<file path="config.mk">
export PLATFORM = sky130hd
export DESIGN_NAME = txwb_coalescer
export DESIGN_NICKNAME = d
export VERILOG_FILES = /design/src/rtl/txwb_pkg.sv /design/src/rtl/txwb_datapath.sv /design/src/rtl/txwb_ctrl.sv /design/src/rtl/txwb_coalescer.sv
export SDC_FILE = /design/constraint.sdc
export NUM_CORES = 1
export LEC_CHECK = 0
export ABC_AREA = 1
export BUFFER_PORTS_ARGS = -buffer_cell sky130_fd_sc_hd__clkbuf_2
export CAP_MARGIN = 20
export CORE_MARGIN = 2
export CORE_UTILIZATION = 49
export DETAILED_ROUTE_END_ITERATION = 8
export PLACE_DENSITY_LB_ADDON = 0.15
export SLEW_MARGIN = 20
export SYNTH_ARGS = -nofsm -noshare
export SYNTH_HDL_FRONTEND = slang
export SYNTH_SLANG_ARGS = --single-unit
</file>
<file path="constraint.sdc">
create_clock -name clk -period 2.3 [get_ports clk]
set_input_delay 0.575 -clock clk [delete_from_list [all_inputs] [get_ports clk]]
set_output_delay 0.575 -clock clk [all_outputs]
set_load 0.05 [all_outputs]
</file>
<file path="src/rtl/txwb_pkg.sv">
package txwb_pkg;
  typedef struct packed {
    logic issue;      // start a write-back of the current sum
    logic loadTimer;  // arm the countdown with the reload value
    logic decTimer;   // consume one tick
  } wbStrobe_t;
endpackage

</file>
<file path="src/rtl/txwb_datapath.sv">
module txwb_datapath
  import txwb_pkg::*;
#(
  parameter int CNT_W = 6,
  parameter int TMR_W = 8
) (
  input  logic             clk,
  input  logic             rstN,
  input  logic             doneValid,
  input  logic [CNT_W-1:0] cfgThresh,
  input  logic [TMR_W-1:0] cfgDelay,
  input  wbStrobe_t        strobe,
  output logic             thrHit,
  output logic             timerLast,
  output logic             sumNonZero,
  output logic [CNT_W-1:0] wbCount
);
  localparam logic [CNT_W-1:0] CNT_ONE = CNT_W'(1);
  localparam logic [TMR_W-1:0] TMR_ONE = TMR_W'(1);

  logic [CNT_W-1:0] pendingQ;
  logic [CNT_W-1:0] sum;
  logic [TMR_W-1:0] timerQ;

  // pending count including the descriptor retiring this cycle
  always_comb begin
    sum        = doneValid ? pendingQ + CNT_ONE : pendingQ;
    sumNonZero = (sum != '0);
    thrHit     = (cfgThresh != '0) && (sum >= cfgThresh);
    timerLast  = (timerQ == TMR_ONE);
  end

  always_ff @(posedge clk) begin
    if (!rstN) begin
      pendingQ <= '0;
      wbCount  <= '0;
      timerQ   <= '0;
    end else begin
      if (strobe.issue) begin
        wbCount  <= sum;
        pendingQ <= '0;
      end else begin
        pendingQ <= sum;
      end
      if (strobe.loadTimer)     timerQ <= cfgDelay;
      else if (strobe.decTimer) timerQ <= timerQ - TMR_ONE;
    end
  end
endmodule

</file>
<file path="src/rtl/txwb_ctrl.sv">
module txwb_ctrl
  import txwb_pkg::*;
#(
  parameter int CNT_W = 6,
  parameter int TMR_W = 8
) (
  input  logic             clk,
  input  logic             rstN,
  input  logic             cfgBurstEn,
  input  logic [CNT_W-1:0] cfgThresh,
  input  logic [TMR_W-1:0] cfgDelay,
  input  logic             doneValid,
  input  logic             doneReport,
  input  logic             tick,
  input  logic             wbAck,
  input  logic             thrHit,
  input  logic             timerLast,
  input  logic             sumNonZero,
  output wbStrobe_t        strobe,
  output logic             wbReq,
  output logic             wbIrq
);
  logic burstMode, timerOn, busy;
  logic rsNow, expireNow, want, irqCause;
  logic running, expFlag, rsFlag;

  always_comb begin
    burstMode = cfgBurstEn && (cfgThresh != '0);
    timerOn   = burstMode && (cfgDelay != '0);
    busy      = wbReq && !wbAck;
    rsNow     = !burstMode && doneValid && doneReport;
    expireNow = running && tick && timerLast;
    irqCause  = rsFlag || rsNow || expFlag || expireNow;
    want      = irqCause || (burstMode && thrHit);
    strobe.issue     = want && !busy && sumNonZero;
    strobe.decTimer  = running && tick;
    strobe.loadTimer = timerOn && !running && !expFlag && doneValid && !strobe.issue;
  end

  always_ff @(posedge clk) begin
    if (!rstN) begin
      running <= 1'b0;
      expFlag <= 1'b0;
      rsFlag  <= 1'b0;
      wbReq   <= 1'b0;
      wbIrq   <= 1'b0;
    end else begin
      wbIrq <= strobe.issue && irqCause;
      if (strobe.issue) begin
        running <= 1'b0;
        expFlag <= 1'b0;
        rsFlag  <= 1'b0;
        wbReq   <= 1'b1;
      end else begin
        if (expireNow)             running <= 1'b0;
        else if (strobe.loadTimer) running <= 1'b1;
        if (expireNow) expFlag <= 1'b1;
        if (rsNow)     rsFlag  <= 1'b1;
        if (wbAck)     wbReq   <= 1'b0;
      end
    end
  end

  // a report-flagged completion in immediate mode flushes at once when free
  assert_imm_flush_R2: assert property (@(posedge clk) disable iff (!rstN)
    (rsNow && !busy) |=> (wbReq && wbIrq));

  // an unacknowledged request is held
  assert_req_hold_R10: assert property (@(posedge clk) disable iff (!rstN)
    (wbReq && !wbAck) |=> wbReq);

  // every interrupt pulse accompanies a freshly issued request
  assert_irq_with_req_R9: assert property (@(posedge clk) disable iff (!rstN)
    wbIrq |-> wbReq);

  // an expired countdown is never running at the same time
  assert_timer_exclusive_R5: assert property (@(posedge clk) disable iff (!rstN)
    !(running && expFlag));
endmodule

</file>
<file path="src/rtl/txwb_coalescer.sv">
module txwb_coalescer
  import txwb_pkg::*;
#(
  parameter int CNT_W = 6,
  parameter int TMR_W = 8
) (
  input  logic             clk,
  input  logic             rstN,
  input  logic             cfgBurstEn,
  input  logic [CNT_W-1:0] cfgThresh,
  input  logic [TMR_W-1:0] cfgDelay,
  input  logic             doneValid,
  input  logic             doneReport,
  input  logic             tick,
  output logic             wbReq,
  output logic [CNT_W-1:0] wbCount,
  input  logic             wbAck,
  output logic             wbIrq
);
  wbStrobe_t strobe;
  logic thrHit, timerLast, sumNonZero;

  txwb_ctrl #(.CNT_W(CNT_W), .TMR_W(TMR_W)) ctrl (
    .clk(clk), .rstN(rstN), .cfgBurstEn(cfgBurstEn), .cfgThresh(cfgThresh),
    .cfgDelay(cfgDelay), .doneValid(doneValid), .doneReport(doneReport),
    .tick(tick), .wbAck(wbAck), .thrHit(thrHit), .timerLast(timerLast),
    .sumNonZero(sumNonZero), .strobe(strobe), .wbReq(wbReq), .wbIrq(wbIrq)
  );

  txwb_datapath #(.CNT_W(CNT_W), .TMR_W(TMR_W)) dp (
    .clk(clk), .rstN(rstN), .doneValid(doneValid), .cfgThresh(cfgThresh),
    .cfgDelay(cfgDelay), .strobe(strobe), .thrHit(thrHit),
    .timerLast(timerLast), .sumNonZero(sumNonZero), .wbCount(wbCount)
  );

  // the count presented with a waiting request does not move
  assert_count_stable_R10: assert property (@(posedge clk) disable iff (!rstN)
    (wbReq && !wbAck) |=> $stable(wbCount));

  // a request never carries an empty batch
  assert_count_nonzero_R8: assert property (@(posedge clk) disable iff (!rstN)
    wbReq |-> (wbCount != '0));
endmodule

</file>
==> results_dict.tcl <==
set metrics [dict create \
    grt_pass1_wl_um 5690 \
    io_buffers 28 \
    coreArea_sq_um 3030 \
    crit_fanout 8 \
    synth_top_area_cell "dfxtp_1" \
    violations "setup timing" \
    finalWirelength_um 3590 \
    pin_count 29 \
    synth_top_area_share_pct 32.4 \
    relSlewSlack_pct 58.6 \
    die_area_sq_um 3620 \
    crit_type "reg2reg" \
    clk_pin_slew_ns 0.14 \
    hold_violations 0 \
    dpl-instance-area_sq_um 1820 \
    cts_buffers 3 \
    first_pass_iters 4 \
    ir_drop_mv 0.439 \
    ff_latch_area_sq_um 510 \
    netlist_area_sq_um 1550 \
    syn2layout_area_growth_pct 34.5 \
    viasPerCell 4.92 \
    synth_nets 246 \
    die_width_um 60.2 \
    yosysSeqAreaShare_pct 32.4 \
    pre_cts_slack_ns -0.296 \
    ff2ff_path_depth 18 \
    ys.flop_type "dfxtp_1" \
    synth_edf_count 0 \
    ys_top_cells_by_area "dfxtp_1 32%, nand2_1 11%, inv_1 7.8%" \
    cts_buffer_depth 2 \
    gp_congestion 0.878 \
    synthArstFlopShare_pct 0 \
    worst_path_most_repeated_cell "nand2_1" \
    cp_cell_sequence "buf_6 > nand2_8 > nor2_4 > nand4_1 > nand2_2 > inv_2 > ha_4 > nand2_4 > nor2_4 > nand2_1 > nand2_1 > nand2_1 > nand3_2 > nand3_4 > buf_12 > buf_12 > nand2_8 > nor2_1" \
    die_y_um 60.2 \
    track_usage_pct 20.6 \
    avgSynthCellArea_sq_um 7.16 \
    synth_commonest_cells "44 x nand2_1, 32 x inv_1, 25 x dfxtp_1" \
    hold_path.class "reg2reg" \
    rows 20 \
    vias 1511 \
    clk_latency_ns 0.32 \
    nets 294 \
    antenna_found_initial 0 \
    antenna_cells_inserted 0 \
    start_util_pct 51.1 \
    critical_path.startpoint_type "flop" \
    final_util_pct 68.7 \
    cts_tree "built" \
    grt_max_degree 16 \
    final_area_sq_um 2080 \
    fillCellCount 256 \
    postCtsHoldBufs 0 \
    status "finished, violations left" \
    crit_required_ns 2.52 \
    cts_root_buffer "clkbuf_4" \
    worstHoldPathCells 2 \
    multi_input_comb_area_sq_um 1050 \
    crit_path_end_kind "flop" \
    postRouteAntennaNets 0 \
    grt_setup_unrepaired "true" \
    avgRoutedWirePerCell_um 11.7 \
    drt_iter0_drc 32 \
    min_period_ns 2.31 \
    arrival_ns 2.53 \
    syn-instance-count 216 \
    fin_crit_sh_pct 100 \
    setup_violations 1 \
    htree_levels 1 \
    synth.distinct_cells 31 \
    setup_slack_ns -0.00723 \
    drv_cap 0 \
    grt_pass1_vias 1301 \
    drv_slew 0 \
    power.density_nw_per_um2 518 \
    slowest_delay_ns 0.39 \
    yosysWarnings 0 \
    max_freq_ghz 0.433 \
    drive_gt1_share_pct 38.0 \
    route.detailed.drc 0 \
    cts.sinks 25 \
    post-synth-top-count-cell "nand2_1" \
    worst_pin_slew_ns 0.622 \
    ys_seq_elements 25 \
    slowest_stage "dfxtp_4" \
    p_leak_nw 0.981 \
    dp_hpwl_um 2610 \
    holdWs_ns 0.489 \
    skew_ns 0.00134 \
    gr-total-overflow 0 \
]
cells by family (layout without fill, tap and decap cells):
family,Yosys count,after routing,synth area share [%]
compound gates,33,33,11.6
simple gates,107,108,36.0
buf+inv,38,84,10.5
flops,25,25,32.4
xor+xnor,4,4,2.27
fa+ha+maj,9,9,7.28
state kept, by name, indices dropped and copies added, names as in the netlist:
name,cells
ctrl.expFlag,1
ctrl.rsFlag,1
ctrl.running,1
ctrl.wbIrq,1
ctrl.wbReq,1
dp.pendingQ,6
dp.timerQ,8
dp.wbCount,6
what timing repair did:
item                       in CTS  in global routing
resized for setup               9                 32
setup endpoints to repair      10                 25
cloned                          0                  1
buffers inserted                2                  3
pin swaps                      11                  7
report_power, final:
group / switching (W) / internal [W] / leakage, nW / total, W
combinational: 0.000231 / 0.000153 / 0.761 / 0.000383
sequential: 0.0000284 / 0.000467 / 0.207 / 0.000495
clock: 0.000133 / 0.0000665 / 0.0139 / 0.000200
cells in the final DEF, fill, tap and decap left out, types with 3 or more instances in the layout:
cell,Yosys,routed
a21oi_1,19,16
a21oi_2,2,5
buf_4,1,14
clkbuf_2,0,28
clkbuf_4,0,3
dfxtp_1,25,21
ha_1,9,7
inv_1,32,31
nand2_1,44,41
nand2_2,4,4
nand2_4,2,3
nand2_8,0,3
nand3_1,11,8
nand3_2,7,9
nand3b_1,5,5
nor2_1,21,14
nor2_2,1,6
nor2_4,2,4
o21ai_0,7,7
xor2_1,3,3
per-stage QoR:
step,instances,total power [W],setup TNS [ns]
after floorplan,216,0.000733,0
after global placement,297,0.000820,-3.97
after detailed placement,297,0.000824,-5.67
after CTS,303,0.00104,0
after global routing,307,0.00115,-2.55
final,307,0.00108,-0.00723
cell type report:
cell class	count	area share, %
Timing Repair Buffer	46	14.8
Clock inverter	1	0.361
Inverter	34	6.13
Clock buffer	3	1.08
Multi-Input combinational cell	154	50.5
Tap cell	44	2.65
Sequential cell	25	24.5
routing by layer:
layer  GRT usage, %  up-vias  wire [um]  part of all wire, %
li1               -      795          -                    -
met2           29.0       37       1530                   43
met1           31.6      672       1870                   52
met5              0        -          0                    0
met4           5.40        0         54                  1.5
met3           3.68        7        140                  3.9
critical path: cells and delay by family (launching register included):
family                     cells  cell delay [ns]
adders and majority gates      1             0.27
buffers and inverters          4             0.48
DFF                            1             0.39
and+or+nand+nor               13             1.08
final timing paths:
path                              startpoint                          to  slack, ns
hold / removal    dp.wbCount[3]$_SDFFE_PN0P_  dp.wbCount[3]$_SDFFE_PN0P_       0.49
hold reg to reg   dp.wbCount[3]$_SDFFE_PN0P_  dp.wbCount[3]$_SDFFE_PN0P_       0.49
setup reg to reg   dp.pendingQ[0]$_SDFF_PP0_    ctrl.rsFlag$_SDFFE_PP0P_     -0.007
setup / recovery   dp.pendingQ[0]$_SDFF_PP0_    ctrl.rsFlag$_SDFFE_PP0P_     -0.007
No activity file was read; power rests on OpenSTA's default activity.
